**src/rtl/wmul_pkg.sv**
```systemverilog
package wmul_pkg;
    typedef enum logic [1:0] {
        ST_IDLE   = 2'd0,
        ST_STEP   = 2'd1,
        ST_SETTLE = 2'd2
    } wmul_state_e;

    typedef enum logic [1:0] {
        FORM_WIDE      = 2'b00,
        FORM_TRUNC     = 2'b01,
        FORM_TRUNC_IMM = 2'b10,
        FORM_TRUNC_ALT = 2'b11
    } wmul_form_e;
endpackage

```
**src/rtl/wmul_operand_prep.sv**
```systemverilog
module wmul_operand_prep
    import wmul_pkg::*;
#(
    parameter int W     = 64,
    parameter int IMM_W = 32
) (
    input  logic         is_signed,
    input  logic [1:0]   form,
    input  logic [W-1:0] op_a,
    input  logic [W-1:0] op_b,
    output logic [W-1:0] mag_a,
    output logic [W-1:0] mag_b,
    output logic         negate
);
    localparam int EXT_W = W - IMM_W;

    logic [W-1:0] b_eff;

    // immediate form widens the low IMM_W bits by their top bit
    always_comb begin
        if (form == FORM_TRUNC_IMM)
            b_eff = {{EXT_W{op_b[IMM_W-1]}}, op_b[IMM_W-1:0]};
        else
            b_eff = op_b;
    end

    always_comb begin
        mag_a  = (is_signed && op_a[W-1])  ? (~op_a + 1'b1)  : op_a;
        mag_b  = (is_signed && b_eff[W-1]) ? (~b_eff + 1'b1) : b_eff;
        negate = is_signed && (op_a[W-1] ^ b_eff[W-1]);
    end
endmodule

```
**src/rtl/wmul_shift_add_core.sv**
```systemverilog
module wmul_shift_add_core #(
    parameter int W = 64
) (
    input  logic           clk,
    input  logic           rst,
    input  logic           load,
    input  logic           step,
    input  logic [W-1:0]   mcand_in,
    input  logic [W-1:0]   mplier_in,
    output logic [2*W-1:0] prod
);
    localparam int PW = 2 * W;

    logic [W-1:0]  mcand_q;
    logic [PW-1:0] prod_q;
    logic [W:0]    partial;

    always_comb begin
        partial = {1'b0, prod_q[PW-1:W]} + (prod_q[0] ? {1'b0, mcand_q} : {(W+1){1'b0}});
    end

    always_ff @(posedge clk) begin
        if (rst) begin
            mcand_q <= '0;
            prod_q  <= '0;
        end else if (load) begin
            mcand_q <= mcand_in;
            prod_q  <= {{W{1'b0}}, mplier_in};
        end else if (step) begin
            prod_q  <= {partial, prod_q[W-1:1]};
        end
    end

    assign prod = prod_q;

    // the accumulating half starts from zero after a load
    AST_LOAD_CLEARS_ACC: assert property (@(posedge clk) disable iff (rst)
        load |=> (prod_q[PW-1:W] == '0));
endmodule

```
**src/rtl/wmul_flag_gen.sv**
```systemverilog
module wmul_flag_gen #(
    parameter int W = 64
) (
    input  logic         is_signed,
    input  logic [W-1:0] lo,
    input  logic [W-1:0] hi,
    output logic         no_fit,
    output logic         sign,
    output logic         zero,
    output logic         parity
);
    always_comb begin
        if (is_signed)
            no_fit = (hi + {{(W-1){1'b0}}, lo[W-1]}) != '0;
        else
            no_fit = |hi;
        sign   = lo[W-1];
        zero   = (lo == '0);
        parity = ~^lo[7:0];
    end
endmodule

```
**src/rtl/wide_mul_unit.sv**
```systemverilog
module wide_mul_unit
    import wmul_pkg::*;
#(
    parameter int W     = 64,
    parameter int IMM_W = 32
) (
    input  logic         clk,
    input  logic         rst,
    input  logic         start,
    input  logic         is_signed,
    input  logic [1:0]   form,
    input  logic [63:0]  op_a,
    input  logic [63:0]  op_b,
    output logic [63:0]  prod_lo,
    output logic [63:0]  prod_hi,
    output logic         wr_hi,
    output logic         flag_cf,
    output logic         flag_of,
    output logic         flag_sf,
    output logic         flag_zf,
    output logic         flag_pf,
    output logic         flag_af,
    output logic         done
);
    localparam int CNT_W = $clog2(W);
    localparam logic [CNT_W-1:0] LAST_STEP = CNT_W'(W - 1);

    wmul_state_e      state_q, state_d;
    logic [CNT_W-1:0] step_cnt;
    logic             sgn_q, wide_q, negate_q;
    logic [W-1:0]     mag_a, mag_b;
    logic             negate;
    logic [2*W-1:0]   raw_prod, fixed_prod;
    logic             no_fit, f_sign, f_zero, f_par;
    logic             accept, load, step;

    assign accept = (state_q == ST_IDLE) && start;
    assign load   = accept;
    assign step   = (state_q == ST_STEP);

    wmul_operand_prep #(.W(W), .IMM_W(IMM_W)) u_prep (
        .is_signed (is_signed),
        .form      (form),
        .op_a      (op_a),
        .op_b      (op_b),
        .mag_a     (mag_a),
        .mag_b     (mag_b),
        .negate    (negate)
    );

    wmul_shift_add_core #(.W(W)) u_core (
        .clk       (clk),
        .rst       (rst),
        .load      (load),
        .step      (step),
        .mcand_in  (mag_a),
        .mplier_in (mag_b),
        .prod      (raw_prod)
    );

    assign fixed_prod = negate_q ? (~raw_prod + 1'b1) : raw_prod;

    wmul_flag_gen #(.W(W)) u_flags (
        .is_signed (sgn_q),
        .lo        (fixed_prod[W-1:0]),
        .hi        (fixed_prod[2*W-1:W]),
        .no_fit    (no_fit),
        .sign      (f_sign),
        .zero      (f_zero),
        .parity    (f_par)
    );

    // state register
    always_ff @(posedge clk) begin
        if (rst) state_q <= ST_IDLE;
        else     state_d_apply: state_q <= state_d;
    end

    // next-state: accept, last_step, finish
    always_comb begin
        state_d = state_q;
        unique case (state_q)
            ST_IDLE:   if (start) state_d = ST_STEP;
            ST_STEP:   if (step_cnt == LAST_STEP) state_d = ST_SETTLE;
            ST_SETTLE: state_d = ST_IDLE;
            default:   state_d = ST_IDLE;
        endcase
    end

    // operation context and step counter
    always_ff @(posedge clk) begin
        if (rst) begin
            step_cnt <= '0;
            sgn_q    <= 1'b0;
            wide_q   <= 1'b0;
            negate_q <= 1'b0;
        end else if (accept) begin
            step_cnt <= '0;
            sgn_q    <= is_signed;
            wide_q   <= (form == FORM_WIDE);
            negate_q <= negate;
        end else if (step) begin
            step_cnt <= step_cnt + 1'b1;
        end
    end

    // outputs
    always_ff @(posedge clk) begin
        if (rst) begin
            prod_lo <= '0;
            prod_hi <= '0;
            wr_hi   <= 1'b0;
            flag_cf <= 1'b0;
            flag_of <= 1'b0;
            flag_sf <= 1'b0;
            flag_zf <= 1'b0;
            flag_pf <= 1'b0;
            done    <= 1'b0;
        end else begin
            done <= 1'b0;
            if (state_q == ST_SETTLE) begin
                prod_lo <= fixed_prod[W-1:0];
                prod_hi <= fixed_prod[2*W-1:W];
                wr_hi   <= wide_q;
                flag_cf <= no_fit;
                flag_of <= no_fit;
                flag_sf <= f_sign;
                flag_zf <= f_zero;
                flag_pf <= f_par;
                done    <= 1'b1;
            end
        end
    end

    assign flag_af = 1'b0;

    AST_DONE_SINGLE: assert property (@(posedge clk) disable iff (rst)
        done |=> !done);
    AST_NO_DONE_IN_STEP: assert property (@(posedge clk) disable iff (rst)
        (state_q == ST_STEP) |-> !done);
    AST_CF_MATCHES_OF: assert property (@(posedge clk) disable iff (rst)
        done |-> (flag_cf == flag_of));
    AST_UNSIGNED_CARRY: assert property (@(posedge clk) disable iff (rst)
        (done && !sgn_q) |-> (flag_cf == (prod_hi != '0)));
    AST_SIGNED_CARRY: assert property (@(posedge clk) disable iff (rst)
        (done && sgn_q) |-> (flag_cf == (prod_hi != {W{prod_lo[W-1]}})));
    AST_ZERO_FLAG: assert property (@(posedge clk) disable iff (rst)
        done |-> (flag_zf == (prod_lo == '0)));
    AST_WIDE_WRITE: assert property (@(posedge clk) disable iff (rst)
        done |-> (wr_hi == wide_q));
    AST_BUSY_IGNORES: assert property (@(posedge clk) disable iff (rst)
        (state_q != ST_IDLE) |=> ($stable(negate_q) && $stable(wide_q) && $stable(sgn_q)));
endmodule

```
**config.mk**
```make
export PLATFORM = sky130hd
export DESIGN_NAME = wide_mul_unit
export DESIGN_NICKNAME = d
export VERILOG_FILES = /design/src/rtl/wmul_pkg.sv /design/src/rtl/wmul_operand_prep.sv /design/src/rtl/wmul_shift_add_core.sv /design/src/rtl/wmul_flag_gen.sv /design/src/rtl/wide_mul_unit.sv
export SDC_FILE = /design/constraint.sdc
export NUM_CORES = 1
export LEC_CHECK = 0
export BUFFER_PORTS_ARGS = -buffer_cell sky130_fd_sc_hd__buf_4
export CORE_MARGIN = 3
export CORE_UTILIZATION = 40
export CTS_BUF_LIST = sky130_fd_sc_hd__clkbuf_4 sky130_fd_sc_hd__clkbuf_8
export DETAILED_ROUTE_END_ITERATION = 6
export SYNTH_ARGS = -nofsm -noshare
export SYNTH_HDL_FRONTEND = slang
export SYNTH_SLANG_ARGS = --single-unit
```
**constraint.sdc**
```tcl
create_clock -name clk -period 13.8 [get_ports clk]
set_input_delay 0.69 -clock clk [delete_from_list [all_inputs] [get_ports clk]]
set_output_delay 0.69 -clock clk [all_outputs]
set_load 0.1 [all_outputs]
```
==> key figures, run 1 <==
Pwr
  • P_leak: 10.9 nW
  • Net load switching power: 0.874 mW
  • PwrDens: 92.1 nW/um^2
  • Switch share: 0.330
  • Logic pwr share: 0.219
  • VDD IR max: 0.0637 mV
  • P_int: 1.78 mW
  • Clk pwr share: 0.377
  • Seq pwr share: 0.404

Route
  • Via count: 26500
  • First-pass detailed-route iteration total: 6
  • Drt wl/cell: 21.3 um
  • Drt initial violations: 2935
  • Post-route DRC violation count: 0
  • Final wirelength: 95000 um
  • Remaining antenna violation count: 0
  • Vias per cell: 5.94

Logic synthesis
  • Syn avg cell area: 7.23 um^2
  • Synth unique cells: 86
  • Netlist Area Pre-Place: 25100 um^2
  • Syn Nets: 3675
  • Most numerous cell in the Yosys netlist: nand2_1
  • Ys flop type: dfxtp_1
  • Sequential cell area fraction in the yosys report: 0.268
  • Synth top area share: 0.268
  • Synth top area cells: dfxtp_1, nand2_1, nor2_1
  • Post-synth top cells: nand2_1, nor2_1, dfxtp_1, a21oi_1, clkbuf_1
  • Async set-reset flop share out of synthesis: 0
  • #FFs+latches synth: 336
  • Synth Instances: 3466
  • Post-synth EDFFs: 0
  • Warnings from Yosys: 0
  • Cell taking the most area after synthesis: dfxtp_1

Setup path
  • CP arrival: 7.03 ns
  • Startpoint types: flop
  • Crit path max fanout: 13
  • Worst EP required: 14.35 ns
  • Worst setup path class: flop to flop
  • Crit. End Element: flop

Clock network
  • CTS tree: built
  • CTS buffer count: 59
  • Clock Tree Buf Depth: 3
  • H-tree Lvls: 2
  • Clk_lat worst skew: 0.69 ns
  • CTS sink count: 336
  • Clock slew at reported path FFs: 0.07 ns
  • CTS Root Cell: clkbuf_8
  • Setup repair bufs after CTS: 0
  • # resized after CTS: 0
  • CTS Hold Buffers Added: 0

Floorplanning
  • Core area: 61800 um^2
  • Vert. Die Dim: 256 um
  • Initial Util: 0.405
  • # rows: 91
  • Horiz. Die Dim: 256 um
  • Die ar.: 65700 um^2
  • I/O pins: 270

Global routing
  • Largest net degree at the start of global routing: 249
  • Antenna violations before repair: 3
  • Congestion Overflow GR: 0
  • First-pass GRT wire length: 145000 um
  • GR Util All Layers: 0.275
  • Vias in the first global route: 23900

Timing
  • Final period utilization: 0.470
  • Relative slew slack: 0.295
  • Final hold violation count: 0
  • Min Clock Period, post-route: 6.48 ns
  • Clk_skew: 0.0346 ns
  • RSZ-0062 raised after global routing: false
  • Fin Setup TNS: 0 ns
  • Final Max Tran Viols: 0
  • Final setup fails: 0
  • Max Freq: 0.154 GHz
  • Worst-Margin Slew: 1.06 ns

Status
  • Outcome: finished clean

Hold path
  • Worst hold path class: primary input to flop

Place
  • # port buffers: 268
  • Inst Count DP: 4360
  • HPWL Detailed: 72600 um
  • Gpl congestion: 1.03

Cells and area
  • Fin nets: 3793
  • Non-Filler Instances: 4460
  • Layout area overhead: 14.8%
  • Final Util: 0.465
  • Layout cells sized above 1: 0.128

Flow run
  • Max_cap viols: 0
## power by group through the flow
stage	clock network, mW	registers (mW)	logic, mW
finish	0.999	1.07	0.579
global route	1.06	1.08	0.628
CTS	1.02	1.07	0.567
detailed placement	0	1.09	0.565
global placement	0	1.09	0.569
floorplan	0	1.05	0.389
## stage by stage
stage          area, um^2  hold WS (ns)  worst slack (ns)  power, mW
2_1_floorplan       25100         0.427              7.74       1.44
3_5_place_dp        27500         0.443              7.39       1.65
4_1_cts             28800         0.277              7.41       2.66
3_3_place_gp        27500         0.436              7.55       1.66
5_1_grt             28800         0.318              6.89       2.77
6_report            28800         0.321              7.32       2.65
## critical path: stages, from the launching register on
cell and delay [ns]:
dfxtp_1 0.36, inv_1 0.10, ha_1 0.17, or4b_1 0.45, or4_1 0.66, nor4_1 0.40
buf_4 0.20, nand2_1 0.19, o41ai_1 0.37, xnor2_1 0.23, ha_1 0.27, ha_1 0.24
nand4_1 0.17, nor3_1 0.40, nor4b_2 0.27, buf_4 0.25, mux2i_1 0.21, nand4_1 0.11
or4_1 0.57, a2111o_1 0.38, nor4_1 0.22, a31oi_1 0.12
## state kept, by name (all words and copies together), names as in the netlist
signal	flops
done	1
flag_of	1
flag_pf	1
flag_zf	1
negate_q	1
prod_hi	64
prod_lo	64
sgn_q	1
state_q	2
step_cnt	6
u_core.mcand_q	64
u_core.prod	128
wide_q	1
wr_hi	1
## path summary, 6_finish.rpt
path / endpoint / cells past startpoint / slack, ns / start
max: flag_of / 21 / 7.32 / u_core.prod[1]
min: u_core.mcand_q[12] / 3 / 0.32 / op_a[12]
max reg2reg: flag_of / 21 / 7.32 / u_core.prod[1]
min reg2reg: u_core.mcand_q[38] / 2 / 0.45 / u_core.mcand_q[38]
## cells by family (layout without fill, tap and decap cells)
family                   Yosys count  after routing  share of synthesized area
buffers and inverters            297            453                     0.0455
flip-flops                       336            336                      0.268
AND/OR/NAND/NOR                 1540           1540                      0.298
adder cells (fa/ha/maj)           75             75                     0.0377
XOR/XNOR                         296            296                      0.103
multiplexers                      16             16                    0.00659
AO/OA/AOI/OAI                    905            905                      0.240
other                              1              2                   0.000150
## layout make-up
type / instances / area [um^2]
Fill cell: 6422 / 33100
Multi-Input combinational cell: 2833 / 17200
Sequential cell: 336 / 6730
Timing Repair Buffer: 310 / 2350
Clock buffer: 88 / 1070
Tap cell: 837 / 1050
Clock inverter: 11 / 173
Inverter: 44 / 165
Antenna cell: 1 / 2.50
## metal layers
metal / global-route usage / part of all wire / vias to the layer above
met5: 0 / 0.00032 / -
met3: 0.0484 / 0.088 / 155
met4: 0.0716 / 0.025 / 4
li1: - / - / 12900
met1: 0.424 / 0.49 / 12300
met2: 0.389 / 0.40 / 1157
## cell usage in the layout, fill, tap and decap left out, drive strengths merged, types with 112 or more instances in the layout
| cell | Yosys | final |
|---|---|---|
| o21ai | 130 | 130 |
| nor3 | 112 | 112 |
| a21oi | 266 | 266 |
| nand2 | 451 | 451 |
| dfxtp | 336 | 336 |
| a211oi | 173 | 173 |
| xor2 | 157 | 157 |
| nor2 | 413 | 413 |
| xnor2 | 139 | 139 |
| buf | 31 | 309 |
(Power assumes the default switching activity.)
==> inputs of run 2 (changes only) <==
==> constraint.sdc (replaced) <==
create_clock -name clk -period 5.41 [get_ports clk]
set_input_delay 0.2705 -clock clk [delete_from_list [all_inputs] [get_ports clk]]
set_output_delay 0.2705 -clock clk [all_outputs]
set_load 0.1 [all_outputs]
==> run 2 against run 1 <==
Net effect: the flow now finishes with violations (DRC); combinational power grew to 3.0 times the previous value; critical path depth is 1 higher; wire length grew 0.64%; register-to-register slack got worse by 7.3 ns; clock skew down 0.0068 ns; largest cell class unchanged.
==> key figures, run 2 (same netlist as run 1, synthesis figures left out) <==
Global routing
  • GR Util All Layers: 0.277 (+0.00147)
  • Congestion Overflow GR: 0 (unchanged)
  • Vias in the first global route: 24900 (+4.1%)
  • First-pass GRT wire length: 146000 um (+0.71%)
  • Largest net degree at the start of global routing: 180 (-28%)
  • Antenna violations before repair: 2 (-1)

Route
  • Final wirelength: 95600 um (+0.64%)
  • Via count: 27400 (+3.4%)
  • Remaining antenna violation count: 0 (unchanged)
  • First-pass detailed-route iteration total: 7 (+1)
  • Drt initial violations: 2985 (+1.7%)
  • Vias per cell: 5.77 (-3.0%)
  • Post-route DRC violation count: 4 (+4)
  • Drt wl/cell: 20.1 um (-5.6%)

Place
  • Gpl congestion: 0.990 (-3.4%)
  • # port buffers: 268 (unchanged)
  • Placed Area: 29100 um^2 (+5.6%)
  • Pre-CTS WS: 0.130 ns (-7.26 ns)
  • HPWL Detailed: 74200 um (+2.3%)

Floorplanning
  • Initial Util: 0.405 (unchanged)
  • Vert. Die Dim: 256 um (unchanged)
  • Core area: 61800 um^2 (unchanged)
  • # rows: 91 (unchanged)
  • I/O pins: 270 (unchanged)
  • Horiz. Die Dim: 256 um (unchanged)
  • Die ar.: 65700 um^2 (unchanged)

Pwr
  • PwrDens: 221 nW/um^2 (+140%)
  • P_int: 4.69 mW (+160%)
  • Seq pwr share: 0.386 (-0.018)
  • P_leak: 12.4 nW (+13%)
  • Logic pwr share: 0.249 (+0.030)
  • Clk pwr share: 0.365 (-0.012)
  • Net load switching power: 2.24 mW (+160%)
  • VDD IR max: 0.170 mV (+170%)
  • Switch share: 0.323 (-0.00691)

Setup path
  • Worst EP required: 5.94 ns (-8.41 ns)
  • Crit. End Element: flop
  • Buf+Inv Stages, Crit Path: 4 (+1)
  • CP arrival: 5.93 ns (-1.10 ns)
  • Critical Path Stages: 22 (+4.8%)
  • Reg2reg path depth: 22 (+4.8%)
  • Crit path max fanout: 8 (-5)
  • Worst path cell trace: inv_2 -> ha_4 -> or4b_4 -> or4_4 -> buf_12 -> nor4_4 -> nand2_2 -> o41ai_4 -> xnor2_2 -> ha_2 -> ha_4 -> nand4_1 -> nor3_4 -> nor4b_4 -> buf_4 -> buf_6 -> and3_4 -> and3_4 -> o22ai_2 -> a2111o_1 -> nor4_2 -> a31oi_1
  • Worst setup path class: flop to flop
  • CP max stage cell: or4_4
  • Crit path max-delay family: simple AND/OR/NAND/NOR gates
  • CP max stage delay: 0.51 ns (-0.15 ns)
  • Startpoint types: flop

Clock network
  • Clock slew at reported path FFs: 0.06 ns (about the same)
  • CTS buffer count: 58 (-1.7%)
  • H-tree Lvls: 2 (unchanged)
  • Clock Tree Buf Depth: 3 (unchanged)
  • CTS Root Cell: clkbuf_8
  • CTS sink count: 336 (unchanged)
  • Clk_lat worst skew: 0.67 ns (-0.02 ns)
  • CTS tree: built

Flow run
  • Max_cap viols: 0 (unchanged)

Timing
  • Clk_skew: 0.0278 ns (-0.00684 ns)
  • Final setup fails: 0 (unchanged)
  • Min Clock Period, post-route: 5.40 ns (-1.08 ns)
  • Final period utilization: 0.999 (+0.529)
  • RSZ-0062 raised after global routing: true
  • Worst-Margin Slew: 1.11 ns (+0.0534 ns)
  • Relative slew slack: 0.260 (-0.0356)
  • Final Max Tran Viols: 0 (unchanged)
  • Final hold violation count: 0 (unchanged)
  • Slack of the critical path: 0.00709 ns (-7.31 ns)
  • Max Freq: 0.185 GHz (+20%)

Status
  • Outcome: finished, violations left
  • Failing checks: DRC

Cells and area
  • Fin area: 31400 um^2 (+9.2%)
  • Fin nets: 4081 (+7.6%)
  • Layout area overhead: 25.3%
  • Most frequent cells in the layout: buf_4, nand2_1, nor2_1
  • Commonest non-fill, non-tap cell in the layout: buf_4
  • Layout cells sized above 1: 0.181 (+0.0535)
  • Largest register FFs: 128 (unchanged)
  • Final Util: 0.508 (+0.0426)

Hold path
  • Worst hold path class: primary input to flop
  • WHS Path Cells: 4 (+1)
## run 2: path summary, 6_finish.rpt
check | slack (ns) | endpoint | startpoint
setup / recovery | 0.007 | flag_of | u_core.prod[1]
hold / removal | 0.04 | u_core.prod[28] | op_b[28]
setup reg to reg | 0.007 | flag_of | u_core.prod[1]
hold reg to reg | 0.45 | u_core.mcand_q[36] | u_core.mcand_q[36]
## run 2: worst min-delay path, delay by kind of cell
kind | cells | cell delay, ns
xor gates and xnor gates | 1 | 0.08
buffers and inverters | 1 | 0.10
and+or+nand+nor | 1 | 0.12
AOI/OAI and AO/OA | 1 | 0.07
## run 2: area by class of cell
class / instances / area (um^2)
Multi-Input combinational cell: 2833 / 17400
Inverter: 44 / 165
Tap cell: 837 / 1050
Sequential cell: 336 / 6730
Antenna cell: 2 / 5.00
Fill cell: 6097 / 30400
Timing Repair Buffer: 599 / 4740
Clock buffer: 93 / 1130
Clock inverter: 11 / 140
## run 2: power by group through the flow
stage,registers [mW],logic [mW],clock network (mW)
floorplan,2.68,0.997,0
global placement,2.72,1.62,0
detailed placement,2.72,1.62,0
CTS,2.67,1.67,2.59
global route,2.68,1.87,2.69
finish,2.67,1.73,2.53
## run 2: timing repair
action,in CTS,in global routing
hold endpoints to repair,78,0
setup buffers,0,11
resized for setup,0,39
hold buffers,81,0
setup endpoints to repair,0,1
## run 2: metal layers
layer / up-vias / track usage / wire length (um)
met5: - / 0 / 0
met4: 0 / 0.0759 / 2580
met3: 159 / 0.0551 / 8220
met2: 1090 / 0.393 / 38800
met1: 12700 / 0.419 / 46000
li1: 13500 / - / -
## run 2: through the flow
stage / instances / hold slack (ns) / total power, mW / setup TNS (ns)
final: 4755 / 0.0415 / 6.93 / 0
after global routing: 4755 / 0.0207 / 7.24 / -0.213
after global placement: 4557 / 0.436 / 4.34 / 0
after CTS: 4742 / 0.000843 / 6.93 / 0
after floorplan: 3466 / 0.406 / 3.68 / 0
after detailed placement: 4557 / 0.441 / 4.34 / 0
